==> src/rtl/alu_pkg.sv <==
package alu_pkg;
  localparam int XLEN  = 32;
  localparam int IMM_W = 16;
  localparam int OP_W  = 4;

  typedef enum logic [OP_W-1:0] {
    OP_ADD  = 4'd0,
    OP_SUB  = 4'd1,
    OP_ADDI = 4'd2,
    OP_AND  = 4'd3,
    OP_OR   = 4'd4,
    OP_NOR  = 4'd5,
    OP_ORI  = 4'd6,
    OP_SLL  = 4'd7,
    OP_SLT  = 4'd8,
    OP_SLTU = 4'd9,
    OP_SLTI = 4'd10,
    OP_LUI  = 4'd11
  } alu_op_e;

  typedef enum logic [1:0] {
    EXT_SIGN  = 2'd0,
    EXT_ZERO  = 2'd1,
    EXT_UPPER = 2'd2
  } ext_mode_e;
endpackage

==> src/rtl/alu_immext.sv <==
module alu_immext
  import alu_pkg::*;
#(
  parameter int DATA_W = XLEN,
  parameter int IMM_W  = alu_pkg::IMM_W
) (
  input  alu_op_e           op,
  input  logic [IMM_W-1:0]  imm,
  output ext_mode_e         mode,
  output logic [DATA_W-1:0] immx
);
  localparam int PAD_W = DATA_W - IMM_W;

  always_comb begin
    case (op)
      OP_ORI:  mode = EXT_ZERO;
      OP_LUI:  mode = EXT_UPPER;
      default: mode = EXT_SIGN;
    endcase
  end

  always_comb begin
    case (mode)
      EXT_ZERO:  immx = {{PAD_W{1'b0}}, imm};
      EXT_UPPER: immx = {imm, {PAD_W{1'b0}}};
      default:   immx = {{PAD_W{imm[IMM_W-1]}}, imm};
    endcase
  end
endmodule

==> src/rtl/alu_core.sv <==
module alu_core
  import alu_pkg::*;
#(
  parameter int DATA_W  = XLEN,
  parameter int SHAMT_W = $clog2(DATA_W)
) (
  input  alu_op_e            op,
  input  logic [DATA_W-1:0]  opa,
  input  logic [DATA_W-1:0]  opb,
  input  logic [DATA_W-1:0]  immx,
  input  logic [SHAMT_W-1:0] shamt,
  output logic [DATA_W-1:0]  res,
  output logic               eq
);
  function automatic logic [DATA_W-1:0] f_wrap_add(
    input logic [DATA_W-1:0] x, input logic [DATA_W-1:0] y, input logic neg);
    logic [DATA_W-1:0] yy;
    yy = neg ? (~y + 1'b1) : y;
    return x + yy;
  endfunction

  function automatic logic [DATA_W-1:0] f_less(
    input logic [DATA_W-1:0] x, input logic [DATA_W-1:0] y, input logic sgn);
    logic lt;
    lt = sgn ? ($signed(x) < $signed(y)) : (x < y);
    return {{(DATA_W-1){1'b0}}, lt};
  endfunction

  always_comb begin
    case (op)
      OP_ADD:  res = f_wrap_add(opa, opb, 1'b0);
      OP_SUB:  res = f_wrap_add(opa, opb, 1'b1);
      OP_ADDI: res = f_wrap_add(opa, immx, 1'b0);
      OP_AND:  res = opa & opb;
      OP_OR:   res = opa | opb;
      OP_NOR:  res = ~(opa | opb);
      OP_ORI:  res = opa | immx;
      OP_SLL:  res = opb << shamt;
      OP_SLT:  res = f_less(opa, opb, 1'b1);
      OP_SLTU: res = f_less(opa, opb, 1'b0);
      OP_SLTI: res = f_less(opa, immx, 1'b1);
      OP_LUI:  res = immx;
      default: res = '0;
    endcase
  end

  assign eq = (opa == opb);
endmodule

==> src/rtl/alu_exec32.sv <==
module alu_exec32
  import alu_pkg::*;
#(
  parameter int DATA_W = XLEN,
  parameter int IMM_W  = alu_pkg::IMM_W,
  localparam int SHAMT_W = $clog2(DATA_W)
) (
  input  logic               clk,
  input  logic               rst_n,
  input  logic               in_valid,
  input  logic [OP_W-1:0]    op_sel,
  input  logic [DATA_W-1:0]  src_a,
  input  logic [DATA_W-1:0]  src_b,
  input  logic [IMM_W-1:0]   imm,
  input  logic [SHAMT_W-1:0] shamt,
  output logic               out_valid,
  output logic [DATA_W-1:0]  result,
  output logic               eq_flag
);
  alu_op_e           op_w;
  ext_mode_e         ext_mode_w;
  logic [DATA_W-1:0] immx_w;
  logic [DATA_W-1:0] comb_res_w;
  logic              comb_eq_w;
  logic              is_cmp_w;
  logic              is_unused_w;

  assign op_w        = alu_op_e'(op_sel);
  assign is_cmp_w    = (op_sel == OP_SLT) || (op_sel == OP_SLTU) || (op_sel == OP_SLTI);
  assign is_unused_w = (op_sel > OP_LUI);

  alu_immext #(.DATA_W(DATA_W), .IMM_W(IMM_W)) u_ext (
    .op   (op_w),
    .imm  (imm),
    .mode (ext_mode_w),
    .immx (immx_w)
  );

  alu_core #(.DATA_W(DATA_W), .SHAMT_W(SHAMT_W)) u_core (
    .op    (op_w),
    .opa   (src_a),
    .opb   (src_b),
    .immx  (immx_w),
    .shamt (shamt),
    .res   (comb_res_w),
    .eq    (comb_eq_w)
  );

  always_ff @(posedge clk or negedge rst_n) begin
    if (!rst_n) begin
      out_valid <= 1'b0;
      result    <= '0;
      eq_flag   <= 1'b0;
    end else begin
      out_valid <= in_valid;
      if (in_valid) begin
        result  <= comb_res_w;
        eq_flag <= comb_eq_w;
      end
    end
  end

  // reset state
  always_comb begin
    if (!rst_n) begin
      a_reset_r1: assert (!out_valid && result == '0 && !eq_flag);
    end
  end

  p_accept_r2: assert property (@(posedge clk) disable iff (!rst_n)
    in_valid |=> out_valid);
  p_idle_r2: assert property (@(posedge clk) disable iff (!rst_n)
    !in_valid |=> (!out_valid && $stable(result) && $stable(eq_flag)));
  p_cmp_bool_r8: assert property (@(posedge clk) disable iff (!rst_n)
    (in_valid && is_cmp_w) |=> (result[DATA_W-1:1] == '0));
  p_lui_low_r9: assert property (@(posedge clk) disable iff (!rst_n)
    (in_valid && op_sel == OP_LUI) |=> (result[DATA_W-IMM_W-1:0] == '0));
  p_lui_mode_r9: assert property (@(posedge clk) disable iff (!rst_n)
    (op_sel == OP_LUI) |-> (ext_mode_w == EXT_UPPER));
  p_ori_zext_r6: assert property (@(posedge clk) disable iff (!rst_n)
    (op_sel == OP_ORI) |-> (immx_w[DATA_W-1:IMM_W] == '0));
  p_eq_r10: assert property (@(posedge clk) disable iff (!rst_n)
    in_valid |=> (eq_flag == ($past(src_a) == $past(src_b))));
  p_unused_r11: assert property (@(posedge clk) disable iff (!rst_n)
    (in_valid && is_unused_w) |=> (result == '0));
endmodule

==> config.mk <==
export PLATFORM = sky130hd
export DESIGN_NAME = alu_exec32
export DESIGN_NICKNAME = d
export VERILOG_FILES = /design/src/rtl/alu_pkg.sv /design/src/rtl/alu_immext.sv /design/src/rtl/alu_core.sv /design/src/rtl/alu_exec32.sv
export SDC_FILE = /design/constraint.sdc
export NUM_CORES = 1
export LEC_CHECK = 0
export BUFFER_PORTS_ARGS = -buffer_cell sky130_fd_sc_hd__buf_2
export CORE_MARGIN = 5
export CORE_UTILIZATION = 50
export DETAILED_ROUTE_END_ITERATION = 8
export GPL_ROUTABILITY_DRIVEN = 1
export PLACE_DENSITY = 0.69
export SLEW_MARGIN = 20
export SYNTH_ARGS = -nofsm -noshare
export SYNTH_HDL_FRONTEND = slang
export SYNTH_HIERARCHICAL = 1
export SYNTH_SLANG_ARGS = --single-unit
==> constraint.sdc <==
create_clock -name clk -period 1.2 [get_ports clk]
set_clock_uncertainty 0.2 [all_clocks]
set_input_delay 0.12 -clock clk [delete_from_list [all_inputs] [get_ports clk]]
set_output_delay 0.12 -clock clk [all_outputs]
set_load 0.05 [all_outputs]
# --- Word-level counts from Yosys, hierarchy flattened ---
# Cells that the tools add are included.
totals:
  ff_bits: 34
  in_bits: 92
  output_inout_bits: 34
classes:
  addsub: 4
  order_cmp: 3
  eq_ne: 14
  shift: 1
  mux: 3
  n_bitwise: 5
  reduce_logical: 1
ops:
  columns: ["op", "n"]
  rows:
  - ["case mux 32 bit (12 select lines)", 1]
  - ["adder 32 bit", 3]
  - ["less-than comparator 32 bit", 3]
  - ["inverter 32 bit", 2]
  - ["OR 32 bit", 2]
  - ["case mux 32 bit (2 select lines)", 1]
  - ["adder 32 x 1 -> 32 bit, second input constant", 1]
  - ["bitwise AND 32 bit", 1]
  - ["equality test 32 bit", 1]
  - ["<< shifter 32 x 5 -> 32 bit", 1]
  - ["equality test 4 x 3 -> 1 bit, second input constant", 4]
  - ["equality test 4 bit, second input constant", 4]
  - ["equality test 4 x 2 -> 1 bit, second input constant", 2]
  - ["equality test 4 x 1 -> 1 bit, second input constant", 1]
  - ["zero test 4 bit", 1]
  - ["case mux 2 bit (2 select lines)", 1]
  - ["equality test 2 x 1 -> 1 bit, second input constant", 1]
  - ["equality test 2 bit, second input constant", 1]

# --- Depth between registers and ports, before layout ---
# Gate-level depths: netlist of run 1.
depth:
  ltp_word: 6
  mapped_depth: 19

# --- Modules after synthesis ---
# The synthesis of run 1 kept the hierarchy.
modules_own_cells:
  columns: ["module", "instances", "cells_per_inst", "area_each_um2", "seq_area_each_um2"]
  rows:
  - ["alu_core", 1, 1314, 9527.9, 0.0]
  - ["alu_exec32", 1, 71, 1406.3, 850.8]
  - ["alu_immext", 1, 48, 369.1, 0.0]

# --- Least setup slack after synthesis of run 1 ---
# OpenSTA, ideal clock, no wires.
synth_path:
  kind: "input -> register"
  startpoint: "input op_sel[2]"
  endpoint: "register result[30]"
  arrival_ns: 3.637
  t_required_ns: 0.875
  setup_slack_ns: -2.762
  cell_stages: 18
  n_path_buf: 1
  cell_sequence: "nand4b_1 > ha_1 > nor2_1 > buf_2 > nor2b_1 > inv_1 > o21ai_0 > inv_1 > fa_1 > nor2b_1 > o31ai_2 > a2111oi_4 > o21ai_1 > a2111oi_0 > o31ai_1 > nand3b_1 > nand4_1 > mux2_4"
synth_between:
  elab_chain_len: 6
  elab_cells_between_ends: 19
synth_lines:
  columns: ["element", "line", "source"]
  rows:
  - ["start: declaration", "alu_exec32.sv:11", "input logic [OP_W-1:0] op_sel,"]
  - ["equality test 4 bit / equality test 4 x 3 -> 1 bit (equally long branches)", "alu_immext.sv:15", "case (op)"]
  - ["case mux 2 bit (2 select lines) (*)", "alu_immext.sv:15", null]
  - ["equality test 2 bit / equality test 2 x 1 -> 1 bit (equally long branches)", "alu_immext.sv:23", "case (mode)"]
  - ["case mux 32 bit (2 select lines) (*)", "alu_immext.sv:23", null]
  - ["net immx_w[1]", "alu_exec32.sv:22", "logic [DATA_W-1:0] immx_w;"]
  - ["adder 32 bit (*)", "alu_core.sv:19", "return x + yy;"]
  - ["case mux 32 bit (12 select lines) (*)", "alu_core.sv:30", "case (op)"]
  - ["net comb_res_w[30]", "alu_exec32.sv:23", "logic [DATA_W-1:0] comb_res_w;"]
  - ["end signal: assignment", "alu_exec32.sv:57", "result <= comb_res_w;"]
  - ["end: declaration", "alu_exec32.sv:17", "output logic [DATA_W-1:0] result,"]
# The timed path passes the listed nets; every way through them passes the cells marked *.
# A chain may end at the register's enable or synchronous reset.

# --- Worst setup path after layout of run 1 ---
layout_path:
  startpoint: "input op_sel[0]"
  endpoint: "register result[27]"
# Same word-level chain as after synthesis.

==> summary.md, run 1 <==
| Metric | Value |
|---|---|
| Tightest hold margin | `0.0389 ns` |
| Overall routing resource usage | `41.1%` |
| I/O pin count | `126` |
| Via count | `14897` |
| Critical Path AT | `3.80 ns` |
| Final std cell area, no fill | `18400 µm²` |
| Maximum Capacitance Violations | `0` |
| Worst Setup Path Type | `primary input to flip-flop` |
| H-tree depth | `2` |
| Violated checks | `negative setup slack` |
| Worst reg-to-reg setup slack | `0.04 ns` |
| Grt met1 use | `53.5%` |
| Fmax | `0.263 GHz` |
| DR pass1 iterations | `6` |
| Worst path required time | `1.19 ns` |
| CTS Sinks | `34` |
| RSZ-0062 raised after global routing | `yes` |
| Setup_tns | `-74.20 ns` |
| Worst-Margin Slew | `1.18 ns` |
| Placement Cell Area | `16400 µm²` |
| CTS clk-pin slew, worst paths | `0.07 ns` |
| Final WL | `57.3 mm` |
| Initial Util | `50.3%` |
| Global-route wire length before repair | `82.8 mm` |
| Max Transition Viols Final | `0` |
| Share of layout cells above drive strength 1 | `49.8%` |
| CTS Buf Count | `5` |
| Post-DP HPWL | `43.9 mm` |
| YS warnings | `6` |
| Chip height | `160 µm` |
| Endpoints failing setup | `37` |
| GR Util met2 | `64.9%` |
| Nets | `2384` |
| DRT iter0 DRCs | `1635` |
| Initial antenna violation count | `1` |
| Core ar. | `22400 µm²` |
| Final routed DRC violation total | `0` |
| Cell count after synthesis | `1430` |
| Number of global-route vias before repair | `14433` |
| Hold crit path type | `primary input to asynchronous set/reset pin` |
| Drt wl/cell | `24.1 µm` |
| Worst setup margin | `-2.60 ns` |
| Post-DR vias/cell | `6.25` |
| Crit share post-route | `317%` |
| Fin crit period | `3.80 ns` |
| Final Hold Vio Count | `0` |
| Clock Tree Buf Depth | `2` |
| Slew headroom | `21.0%` |
| Die ar. | `25700 µm²` |
| Placed Cells | `2296` |
| Grt ovf | `0` |
| Crit path launch type | `primary input` |
| Final cell count without fillers | `2383` |
| Met3 usage | `7.51%` |
| Final ANT Viol Nets | `0` |
| Die W | `160 µm` |
| CTS tree | `done` |
| Site Rows | `55` |
| Largest net degree at the start of global routing | `32` |
| Run status | `complete, but fails checks` |
| Avg Cell Area, Syn | `7.89 µm²` |
| Syn Nets | `1718` |
| Gr busiest metal | `met2` |
| Placer congestion estimate | `1.09` |
| Syn-to-layout area delta | `63.4%` |
| Clock latency on the worst-skew pair | `0.30 ns` |
| IO buf count | `125` |
| Root buffer cell | `clkbuf_16` |
| Static leakage | `9.21 nW` |
| Power per cell area | `701 nW/µm²` |
| Post-Syn Area | `11300 µm²` |
| CP endpoint kind | `flip-flop` |
| Worst vdd ir | `0.506 mV` |
| Crit path max fanout | `7` |
[placed cells by master, fill, tap and decap left out, types with 11 or more instances in the layout]
| master | instances |
|---|---|
| nor2_1 | 76 |
| nor2b_1 | 15 |
| buf_2 | 81 |
| o21ai_0 | 36 |
| dfrtp_1 | 33 |
| mux4_2 | 18 |
| mux2_4 | 35 |
| mux2i_1 | 48 |
| o21ai_2 | 20 |
| o21bai_1 | 11 |
| a21oi_2 | 19 |
| nand4_1 | 14 |
| a21oi_1 | 79 |
| buf_6 | 72 |
| a221oi_1 | 19 |
| ha_1 | 169 |
| a21o_1 | 33 |
| o211ai_1 | 18 |
| buf_4 | 562 |
| nand2_1 | 85 |
| nor3_1 | 14 |
| nand3_1 | 22 |
| o31ai_1 | 12 |
| xnor2_1 | 49 |
| inv_2 | 37 |
| nand2b_1 | 14 |
| ha_4 | 21 |
| o22ai_1 | 17 |
| buf_12 | 16 |
| inv_1 | 106 |
| xor2_1 | 17 |
| o21ai_1 | 33 |
[final timing paths]
| kind | start | to | cells past startpoint |
|---|---|---|---|
| max | op_sel[0] | result[27] | 21 |
| min | rst_n | result[8] | 2 |
| max reg2reg | result[0] | result[0] | 2 |
| min reg2reg | result[16] | result[16] | 1 |
| max in group asynchronous | rst_n | result[0] | 3 |
| min in group clk | in_valid | result[19] | 3 |
[per-layer routing]
layer / vias up / wire length (µm)
met2: 1026 / 25200
li1: 6554 / -
met5: - / 13
met4: 2 / 3760
met3: 248 / 6140
met1: 7067 / 22200
[area by class of cell]
type                       instances  area (µm²)
clock inverter                     2        12.5
timing repair buffer             737        5870
inverter                         149         587
antenna                            1        2.50
fill                            1410        4010
multi-input combinational       1169       10600
tap                              285         357
clock buffer                       6         139
sequential                        34         852
[where the power goes]
part / leakage, nW / switching [W] / internal (W) / total (W)
registers: 0.439 / 0.000171 / 0.00134 / 0.00151
clock network: 0.0729 / 0.000656 / 0.000827 / 0.00148
logic: 8.69 / 0.00520 / 0.00473 / 0.00993
[timing repair]
item,CTS,global route
pin swaps,92,62
setup buffers,38,35
hold buffers,2,0
hold endpoints to repair,35,0
cloned,3,1
setup endpoints to repair,66,60
gates resized for setup,216,121
[registers in the layout (all words and copies together) (netlist names)]
| name | count |
|---|---|
| eq_flag | 1 |
| result | 32 |
| out_valid | 1 |
[worst max-delay path, cell delays in order]
cell	delay, ns
buf_8	0.10
and4bb_2	0.34
ha_4	0.23
nor2_4	0.15
buf_12	0.17
buf_4	0.13
nor2b_4	0.04
inv_2	0.06
o21ai_2	0.05
ha_1	0.36
a21o_1	0.25
a21oi_4	0.11
a21oi_4	0.23
o2111ai_4	0.21
a211oi_4	0.34
or2_4	0.19
buf_4	0.10
buf_6	0.08
o21ai_2	0.05
a211o_1	0.23
mux2_4	0.25
[per-stage QoR]
| stage | setup WS [ns] | power (W) | utilization [%] |
|---|---|---|---|
| finish | -2.60 | 0.0129 | 82.1 |
| global route | -2.63 | 0.0134 | 82.1 |
| CTS | -2.41 | 0.0120 | 78.9 |
| detailed placement | -2.90 | 0.00971 | 73.0 |
| global placement | -2.83 | 0.00957 | 73.0 |
| floorplan | -2.48 | 0.00602 | - |
Note: power is estimated with default switching activity, not from simulation.
==> inputs of run 2 (changes only) <==
- CORE_ASPECT_RATIO: unset -> 1.4
- CTS_CLUSTER_DIAMETER: unset -> 200
==> run 2 against run 1 <==
Net effect: the run still ends with negative setup slack left; first-iteration DRC count is 6.6% lower; die area is 0.17% higher; sequential share of layout area is 0.099 points lower; critical path type unchanged.
==> summary.md, run 2 (synthesis results as in run 1) <==
| Metric | Value |
|---|---|
| Core ar. | `22400 µm² (about the same)` |
| Max reg flops | `32 (unchanged)` |
| Static leakage | `9.37 nW (was 9.21 nW)` |
| Slew headroom | `19.3% (was 21.0%)` |
| DR pass1 iterations | `9 (was 6)` |
| Chip height | `188 µm (was 160 µm)` |
| Overall routing resource usage | `44.2% (was 41.1%)` |
| Die ar. | `25700 µm² (about the same)` |
| Critical Path Source | `op_sel[2] (was op_sel[0])` |
| Share of layout cells above drive strength 1 | `51.1% (was 49.8%)` |
| Global-route wire length before repair | `86.0 mm (was 82.8 mm)` |
| Initial Util | `50.4% (was 50.3%)` |
| Biggest register | `result (unchanged)` |
| RSZ-0062 raised after global routing | `yes (unchanged)` |
| Syn-to-layout area delta | `66.7% (was 63.4%)` |
| Clock latency on the worst-skew pair | `0.27 ns (was 0.30 ns)` |
| Drt wl/cell | `25.7 µm (was 24.1 µm)` |
| Power per cell area | `709 nW/µm² (was 701 nW/µm²)` |
| Clock Tree Buf Depth | `2 (unchanged)` |
| H-tree depth | `2 (unchanged)` |
| Inserted Diodes | `0 (was 1)` |
| Worst slack at placement | `-3.02 ns (was -2.90 ns)` |
| Setup crit end | `result[30] (was result[27])` |
| Launching point of the worst reg2reg path | `result[28] (was result[0])` |
| Final Hold Vio Count | `0 (unchanged)` |
| Nets | `2401 (was 2384)` |
| RR Endpoint | `result[28] (was result[0])` |
| CTS clk-pin slew, worst paths | `0.06 ns (was 0.07 ns)` |
| Number of global-route vias before repair | `15030 (was 14433)` |
| Crit share post-route | `324% (was 317%)` |
| Die W | `137 µm (was 160 µm)` |
| Critical path's largest stage delay | `0.43 ns (was 0.36 ns)` |
| IO buf count | `125 (unchanged)` |
| Worst Setup Path Type | `primary input to flip-flop (unchanged)` |
| Endpoints failing setup | `35 (was 37)` |
| Worst setup margin | `-2.69 ns (was -2.60 ns)` |
| Regs by FF count | `result x32, eq_flag x1, out_valid x1 (unchanged)` |
| CTS Buf Count | `5 (unchanged)` |
| CTS Sinks | `34 (unchanged)` |
| Final WL | `62.2 mm (was 57.3 mm)` |
| Largest net degree at the start of global routing | `41 (was 32)` |
| Worst path required time | `1.17 ns (was 1.19 ns)` |
| Worst-Margin Slew | `1.20 ns (was 1.18 ns)` |
| CP endpoint kind | `flip-flop (unchanged)` |
| Fin crit period | `3.89 ns (was 3.80 ns)` |
| Fillers | `1356 (was 1410)` |
| Most common cell after layout, fill and taps aside | `buf_4 (unchanged)` |
| Crit path launch type | `primary input (unchanged)` |
| CP max stage cell | `fa_2 (was ha_1)` |
| Post-DP HPWL | `46.6 mm (was 43.9 mm)` |
| Hold crit path type | `primary input to asynchronous set/reset pin (unchanged)` |
| Most frequent cells in the layout | `buf_4 (590), ha_1 (162), inv_1 (111) (was buf_4 (562), ha_1 (169), inv_1 (106))` |
| Placer congestion estimate | `1.03 (was 1.09)` |
| Critical Path AT | `3.86 ns (was 3.80 ns)` |
| Grt ovf | `0 (unchanged)` |
| I/O pin count | `126 (unchanged)` |
| Run status | `complete, but fails checks (unchanged)` |
| Worst reg-to-reg setup slack | `0.05 ns (was 0.04 ns)` |
| Fmax | `0.257 GHz (was 0.263 GHz)` |
| Via count | `15083 (was 14897)` |
| Maximum Capacitance Violations | `0 (unchanged)` |
| Critical path cell sequence | `buf_6, nand4b_1, ha_4, nor2_4, buf_12, nor2b_4, inv_2, o21ai_2, inv_2, fa_2, nor2b_4, o31ai_4, a2111oi_4, buf_4, o21ai_4, a2111oi_4, o31ai_1, nand3b_1, nand4_1, mux2_4 (was buf_8, and4bb_2, ha_4, nor2_4, buf_12, buf_4, nor2b_4, inv_2, o21ai_2, ha_1, a21o_1, a21oi_4, a21oi_4, o2111ai_4, a211oi_4, or2_4, buf_4, buf_6, o21ai_2, a211o_1, mux2_4)` |
| Worst vdd ir | `0.952 mV (was 0.506 mV)` |
| Final ANT Viol Nets | `0 (unchanged)` |
| Violated checks | `negative setup slack (unchanged)` |
| Crit path max fanout | `8 (was 7)` |
| Reg area | `851 µm² (was 852 µm²)` |
| Final routed DRC violation total | `0 (unchanged)` |
| Post-DR vias/cell | `6.25 (about the same)` |
| Max Transition Viols Final | `0 (unchanged)` |
| CTS tree | `done (unchanged)` |
| Site Rows | `65 (was 55)` |
| Root buffer cell | `clkbuf_16 (unchanged)` |
| Initial antenna violation count | `0 (was 1)` |
| Area of the multi-input gates | `10900 µm² (was 10600 µm²)` |
| DRT iter0 DRCs | `1527 (was 1635)` |
| Reg2reg path depth | `2 (unchanged)` |
| Post-layout util | `84.1% (was 82.1%)` |
[run 2: changes by cell type in the layout (fill, tap and decap cells not counted), sizes merged]
| cell | delta |
|---|---|
| clkbuf | +2 |
| clkinvlp | -1 |
| buf | +15 |
| and2b | +1 |
| clkinv | -1 |
| diode | -1 |
| bufbuf | +1 |
[run 2: power by group]
group          total (W)  leakage [nW]  switching (W)  internal [W]
clock network    0.00143        0.0832       0.000491      0.000940
logic             0.0104          8.85        0.00556       0.00485
registers        0.00149         0.440       0.000157       0.00134
[run 2: cell type report]
class                      count  area share (%)
timing repair buffer         753            31.7
tap                          301            2.00
multi-input combinational   1170            57.8
inverter                     149            3.09
sequential                    34            4.53
clock buffer                   8           0.885
[run 2: per-stage QoR]
| step | TNS (ns) | hold WS [ns] | std cells | instance area (µm²) | total power (W) |
|---|---|---|---|---|---|
| final | -76.32 | 0.130 | 2415 | 18800 | 0.0133 |
| after floorplan | -66.09 | -0.376 | 1430 | 11700 | 0.00602 |
| after CTS | -70.28 | 0.146 | 2388 | 17900 | 0.0122 |
| after global routing | -77.69 | 0.160 | 2415 | 18800 | 0.0138 |
| after global placement | -82.82 | -0.114 | 2341 | 16600 | 0.00987 |
| after detailed placement | -84.22 | -0.107 | 2341 | 16600 | 0.00998 |
[run 2: worst min-delay path by stage]
stage | start | to | slack, ns | cells past startpoint
after floorplan | rst_n | eq_flag | -0.38 | 0
after global placement | rst_n | result[7] | -0.11 | 2
after detailed placement | rst_n | result[6] | -0.11 | 2
after CTS | rst_n | result[6] | 0.15 | 3
after global routing | rst_n | result[6] | 0.16 | 3
final | rst_n | result[6] | 0.13 | 3
[run 2: what timing repair did]
item                                    4_1_cts  5_1_grt
hold buffers                                  2        0
endpoints found under the setup margin       63       50
gates resized for setup                     240      121
gates cloned                                  2        1
hold endpoints to repair                     35        0
setup buffers                                43       28
pin swaps                                    77       68
[run 2: worst max-delay path: cells and delay by family]
kind / cells / cell delay [ns]
compound gates: 6 / 1.32
fa+ha+maj: 2 / 0.79
buf+inv: 5 / 0.55
mux: 1 / 0.27
simple gates: 6 / 0.81
[run 2: routing by layer]
metal	share of wire, %	up-vias	track usage [%]
li1	-	6582	-
met1	31	7022	45.2
met2	45	998	72.5
met3	9.0	481	7.97
met4	14	0	44.7
met5	0	-	0
